<file path="src/rtl/apb_access_monitor.sv">
module apb_access_monitor #(
  parameter int ADDR_W = 16,
  parameter int DATA_W = 32,
  parameter int WAIT_W = 4
) (
  input  logic              clk,
  input  logic              rst_n,
  input  logic              bus_sel,
  input  logic              bus_enable,
  input  logic              bus_write,
  input  logic [ADDR_W-1:0] bus_addr,
  input  logic [DATA_W-1:0] bus_wdata,
  input  logic              bus_ready,
  input  logic [DATA_W-1:0] bus_rdata,
  input  logic              bus_err,
  output logic              err_enable_drop,
  output logic              err_moved,
  output logic              err_no_setup,
  output logic              err_enable_unsel,
  output logic [WAIT_W-1:0] wait_count,
  output logic              xfer_done,
  output logic [DATA_W-1:0] last_rdata,
  output logic              last_err
);

  localparam logic [WAIT_W-1:0] WAIT_MAX = {WAIT_W{1'b1}};

  logic              was_setup, waiting;
  logic [WAIT_W-1:0] wcnt;
  logic [ADDR_W-1:0] p_addr;
  logic [DATA_W-1:0] p_wdata;
  logic              p_write;

  wire access = bus_sel & bus_enable;
  wire finish = access & bus_ready;
  wire stall  = access & ~bus_ready;
  wire moved  = (bus_addr != p_addr) | (bus_write != p_write) | (bus_wdata != p_wdata);

  always_ff @(posedge clk) begin
    if (!rst_n) begin
      was_setup        <= 1'b0;
      waiting          <= 1'b0;
      wcnt             <= '0;
      p_addr           <= '0;
      p_wdata          <= '0;
      p_write          <= 1'b0;
      wait_count       <= '0;
      xfer_done        <= 1'b0;
      last_rdata       <= '0;
      last_err         <= 1'b0;
      err_enable_drop  <= 1'b0;
      err_moved        <= 1'b0;
      err_no_setup     <= 1'b0;
      err_enable_unsel <= 1'b0;
    end else begin
      was_setup <= bus_sel & ~bus_enable;
      waiting   <= stall;
      p_addr    <= bus_addr;
      p_wdata   <= bus_wdata;
      p_write   <= bus_write;

      if (stall) wcnt <= (wcnt == WAIT_MAX) ? wcnt : wcnt + 1'b1;
      else       wcnt <= '0;

      xfer_done <= finish;
      if (finish) begin
        wait_count <= wcnt;
        last_err   <= bus_err;
        if (!bus_write) last_rdata <= bus_rdata;
      end

      if (bus_sel & ~bus_enable & waiting)       err_enable_drop  <= 1'b1;
      if (access & (was_setup | waiting) & moved) err_moved       <= 1'b1;
      if (access & ~was_setup & ~waiting)        err_no_setup     <= 1'b1;
      if (~bus_sel & bus_enable)                 err_enable_unsel <= 1'b1;
    end
  end

  wire [3:0] flags = {err_enable_drop, err_moved, err_no_setup, err_enable_unsel};

  a_r9_flags_sticky: assert property (@(posedge clk) disable iff (!rst_n)
    1'b1 |=> ((flags & $past(flags)) == $past(flags)));

  a_r1_done_follows_completion: assert property (@(posedge clk) disable iff (!rst_n)
    xfer_done |-> $past(bus_sel & bus_enable & bus_ready));

  a_r3_no_wrap: assert property (@(posedge clk) disable iff (!rst_n)
    (stall && wcnt == WAIT_MAX) |=> (wcnt == WAIT_MAX));

  a_r4_capture_only_on_done: assert property (@(posedge clk) disable iff (!rst_n)
    !xfer_done |-> ($stable(last_rdata) && $stable(last_err) && $stable(wait_count)));

  a_r8_unsel_enable_flagged: assert property (@(posedge clk) disable iff (!rst_n)
    (!bus_sel && bus_enable) |=> err_enable_unsel);

endmodule

</file>
<file path="config.mk">
export PLATFORM = sky130hd
export DESIGN_NAME = apb_access_monitor
export DESIGN_NICKNAME = d
export VERILOG_FILES = /design/src/rtl/apb_access_monitor.sv
export SDC_FILE = /design/constraint.sdc
export NUM_CORES = 1
export LEC_CHECK = 0
export ABC_AREA = 1
export BUFFER_PORTS_ARGS = -buffer_cell sky130_fd_sc_hd__buf_2
export CAP_MARGIN = 15
export CELL_PAD_IN_SITES_DETAIL_PLACEMENT = 0
export CELL_PAD_IN_SITES_GLOBAL_PLACEMENT = 2
export CORE_MARGIN = 2
export CORE_UTILIZATION = 29
export CTS_CLUSTER_DIAMETER = 60
export DETAILED_ROUTE_END_ITERATION = 10
export PLACE_DENSITY = 0.93
export SYNTH_ARGS = -nofsm -noshare
export SYNTH_HDL_FRONTEND = slang
export SYNTH_SLANG_ARGS = --single-unit
</file>
<file path="constraint.sdc">
create_clock -name clk -period 1.8 [get_ports clk]
set_clock_uncertainty 0.2 [all_clocks]
set_input_delay 0.09 -clock clk [delete_from_list [all_inputs] [get_ports clk]]
set_output_delay 0.09 -clock clk [all_outputs]
set_load 0.01 [all_outputs]
</file>
Yosys cells after proc, flatten, opt, wreduce, memory -nomap -nowiden
Index checks and enable logic that the tools add are counted.
Widths: inputs -> output; s select.
Word-level totals
  bits in registers: 97
  logic and storage cells: 40
  output and inout port bits: 42
  input bits: 87
Operators by class
  $add $sub $neg: 1
  reductions and logical operators: 2
  bitwise logic cells: 19
  eq/ne operators: 4
Operators with widths (number)
  $ne 32x32->1: 1
  $ne 16x16->1: 1
  $and 1x1->1: 10
  $not 1->1: 6
  $add 4x1->4 const B: 1
  $eq 4x4->1 const B: 1
  $reduce_and 2->1: 2
  $or 1x1->1: 3
  $ne 1x1->1: 1

Depth between registers and ports, before layout
  depth in word-level cells: 4
  mapped depth: 11
  mapped depth without buffers: 11

Worst setup path before layout
No wires, ideal clock.
  path kind: flip-flop to flip-flop
  from: register p_wdata[9]
  to: register err_moved
  data arrival time: 912 ps
  cell stages (with the launch flop): 12
  slack: 567 ps
  path buffers: 0
  required time: 1479 ps
  cell sequence: dfxtp_1 -> inv_1 -> nand2_1 -> nand2_1 -> nor2_1 -> nand2_1 -> nor2_1 -> nand2_1 -> nor2_1 -> nand2_1 -> nand2_1 -> a21oi_1
On the way
  cells in the longest elaborated chain, start to end: 3
RTL lines
  start: declaration: RTL line 31  | logic [DATA_W-1:0] p_wdata;
  start signal: assignment: RTL line 59  | p_wdata <= bus_wdata;
  $ne 32x32->1: RTL line 37  | wire moved = (bus_addr != p_addr) | (bus_write != p_write) | (bus_wdata != p_wdata);
  $or 1x1->1: RTL line 37
  $and 1x1->1: RTL line 73  | if (access & (was_setup | waiting) & moved) err_moved <= 1'b1;
  end signal: assignment: RTL line 52  | err_moved <= 1'b0;
  end signal: assignment: RTL line 73
  end: declaration: RTL line 17  | output logic err_moved,
No other way between the ends.
A chain may end at the register's enable or synchronous reset.

==> flow_summary.json <==
{
  "initial_core_util_pct": 29.5,
  "power_per_cell_area_nw_per_um2": 827,
  "syn_area_um2": 3890,
  "worstHoldPathCells": 1,
  "cts_tree": "yes",
  "finalMaxSlewViolations": 0,
  "areaGrowthSynthToFinish_pct": 51.5,
  "gp_congestion": 0.770,
  "synth_common_cells": "nand2_1 (124), nor2_1 (124), dfxtp_1 (97), inv_1 (95), o21ai_0 (32)",
  "utilization_pct": 44.7,
  "io_pins": 129,
  "place_inst": 833,
  "syn_nets": 630,
  "fin_nets": 845,
  "r2r-start": "p_wdata[15]",
  "finalSetupViolations": 0,
  "num_rows": 42,
  "hold_viol_final": 0,
  "core_region_area_um2": 13200,
  "slowest_delay_ns": 0.57,
  "status": "finished, final reports clean",
  "htree_num_levels": 3,
  "rrSetupSlack_ns": 0.39,
  "clockPowerShare_pct": 40.4,
  "p_int_uw": 3730,
  "syn_avg_cell_area_um2": 7.17,
  "drt_iter0_drc": 129,
  "dp_slack_ns": 0.341,
  "cpMaxStageDelayCell": "dlygate4sd3_1",
  "die_w_um": 120,
  "routed_via_density": 4.07,
  "synth-adder-area-share_pct": 0.322,
  "overflow": 0,
  "synth_edf_count": 0,
  "clk_path_buf_depth": 2,
  "port_buffers": 128,
  "rr_endpoint": "err_moved",
  "period_needed_ns": 1.70,
  "synth_compound_area_share_pct": 6.21,
  "r2r_cells": 10,
  "grtUsageTotal_pct": 13.7,
  "tns_ns": 0,
  "worstPathMaxFanout": 4,
  "synthFlopType": "dfxtp_1",
  "dr.pass1.iters": 4,
  "fp.dieArea_um2": 14300,
  "slew_headroom_pct": 78.2,
  "cts_made_buffers": 9,
  "vdd.ir_drop.worst_v": 0.000538,
  "critPathLaunchType": "primary input",
  "wire_per_inst_um": 10.4,
  "arrival_ns": 1.74,
  "grt_pass1_wl_um": 15800,
  "yosys.area_share.simple_pct": 26.5,
  "crit_type": "primary input to flip-flop",
  "clock_latency_ns": 0.34,
  "drt-total-wl_um": 9720,
  "syn_inst": 542,
  "ys_top_cells_by_area": "dfxtp_1 (50%), nand2_1 (12%), nor2_1 (12%)",
  "finalHoldWorstSlack_ns": 0.274,
  "path_cells": "dlygate4sd3_1 -> buf_2 -> inv_1 -> nor3_1 -> dlygate4sd3_1 -> a22o_1",
  "synth_top_family_by_area": "simple AND/OR/NAND/NOR gates",
  "min-delay-start": "waiting",
  "synth_mux_area_share_pct": 0,
  "maxCapViolations": 0,
  "die_h_um": 120,
  "antenna_found_initial": 0,
  "grt_max_degree": 59,
  "hold_class": "flip-flop to flip-flop",
  "instances_no_fill": 938,
  "cp-end-kind": "flip-flop",
  "worst_path_most_repeated_cell": "dlygate4sd3_1",
  "p_seq_share_pct": 47.0,
  "required_ns": 1.84,
  "fin_crit_sh_pct": 94.4,
  "synth-xor-area-share_pct": 5.18,
  "grt_setup_unrepaired": "false",
  "drive_gt1_share_pct": 20.2,
  "clk_pin_slew_worst_paths_ns": 0.06,
  "worstMarginPinSlew_ns": 0.327,
  "max_clock_freq_ghz": 0.589,
  "yosysSeqAreaShare_pct": 50.0,
  "p_comb_share_pct": 12.6,
  "first_global_vias": 3680,
  "p_leak_uw": 0.00325,
  "synth-seq-cells": 97,
  "p_sw_share_pct": 23.5,
  "yosys_warnings": 0,
  "cts_root_buffer": "clkbuf_16",
  "synth_top_cell_area_share_pct": 50.0,
  "diodes": 0,
  "layout_setup_ws_ns": 0.101,
  "vias": 3815,
  "min_to": "err_enable_drop",
  "synth_cell_types": 27,
  "switchingPower_uw": 1140,
  "dp_hpwl_um": 6400,
  "drtAntennaViolNets": 0,
  "drcViolationCount": 0,
  "synthArstFlopShare_pct": 0,
  "synth_top_area_cell": "dfxtp_1",
  "cts.sinks": 97
}
-- sequential cells by signal, summed over array words and instances, names as in the netlist --
register,flops
p_addr,16
p_wdata,32
err_no_setup,1
was_setup,1
wait_count,4
err_enable_unsel,1
xfer_done,1
err_enable_drop,1
p_write,1
last_rdata,32
last_err,1
wcnt,4
err_moved,1
waiting,1
-- timing repair --
item,in CTS,in global routing
hold buffers,89,1
endpoints found under the hold margin,93,1
resized for setup,0,3
setup endpoints to repair,0,12
setup buffers,0,0
-- per-layer routing --
metal / part of all wire, % / vias to the layer above / global-route usage (%) / wire, µm
li1: - / 2020 / - / -
met1: 44 / 1681 / 15.1 / 4290
met2: 48 / 94 / 24.5 / 4690
met3: 4.5 / 20 / 3.28 / 442
met4: 3.1 / 0 / 7.21 / 297
met5: 0 / - / 0 / 0
-- metrics by stage --
stage	total power, µW	instance area, µm²
5_1_grt	5100	5890
6_report	4870	5890
2_1_floorplan	2590	3890
3_5_place_dp	2800	4690
3_3_place_gp	2780	4690
4_1_cts	4940	5880
-- power groups by stage --
stage	Sequential (µW)	Combinational (µW)	Clock, µW
after global placement	2330	453	0
after CTS	2290	615	2040
final	2290	614	1970
after floorplan	2340	246	0
after global routing	2300	691	2110
after detailed placement	2330	463	0
-- worst max-delay path: cells and delay by family --
family	cells	cell delay, ns
buffers and inverters	4	1.41
AOI/OAI and AO/OA	1	0.18
and+or+nand+nor	1	0.06
-- kinds of logic (layout without fill, tap and decap cells) --
| kind of cell | Yosys count | after routing |
|---|---|---|
| and+or+nand+nor | 261 | 261 |
| buffers and inverters | 113 | 333 |
| DFF | 97 | 97 |
| AOI/OAI and AO/OA | 47 | 47 |
| xor gates and xnor gates | 23 | 23 |
| adders and majority gates | 1 | 1 |
-- cells in the final DEF, fill, tap and decap left out, types with 3 or more instances in the layout --
cell type | Yosys | routed
clkinv_2 | 0 | 3
nor2_1 | 124 | 124
clkbuf_16 | 0 | 9
o21ai_0 | 32 | 32
nand2_1 | 124 | 124
nand3_1 | 4 | 4
buf_2 | 2 | 128
a21oi_1 | 4 | 4
dfxtp_1 | 97 | 97
inv_1 | 95 | 95
xnor2_1 | 22 | 22
o21ai_1 | 8 | 8
dlygate4sd3_1 | 0 | 89
-- final cells by class --
| class | instances | area [µm²] |
|---|---|---|
| Fill cell | 1310 | 7300 |
| Sequential cell | 97 | 1940 |
| Timing Repair Buffer | 220 | 1570 |
| Multi-Input combinational cell | 332 | 1490 |
| Inverter | 97 | 367 |
| Clock buffer | 11 | 253 |
| Tap cell | 176 | 220 |
| Clock inverter | 5 | 53.8 |
-- how the worst max path moves through the flow --
stage                     from         endpoint
floorplan           p_wdata[9]        err_moved
global placement    bus_enable    last_rdata[0]
detailed placement  bus_enable    last_rdata[7]
CTS                 bus_enable          wcnt[3]
global route           bus_sel   last_rdata[30]
finish                   rst_n  err_enable_drop
Power figures use the tool's default switching activity.
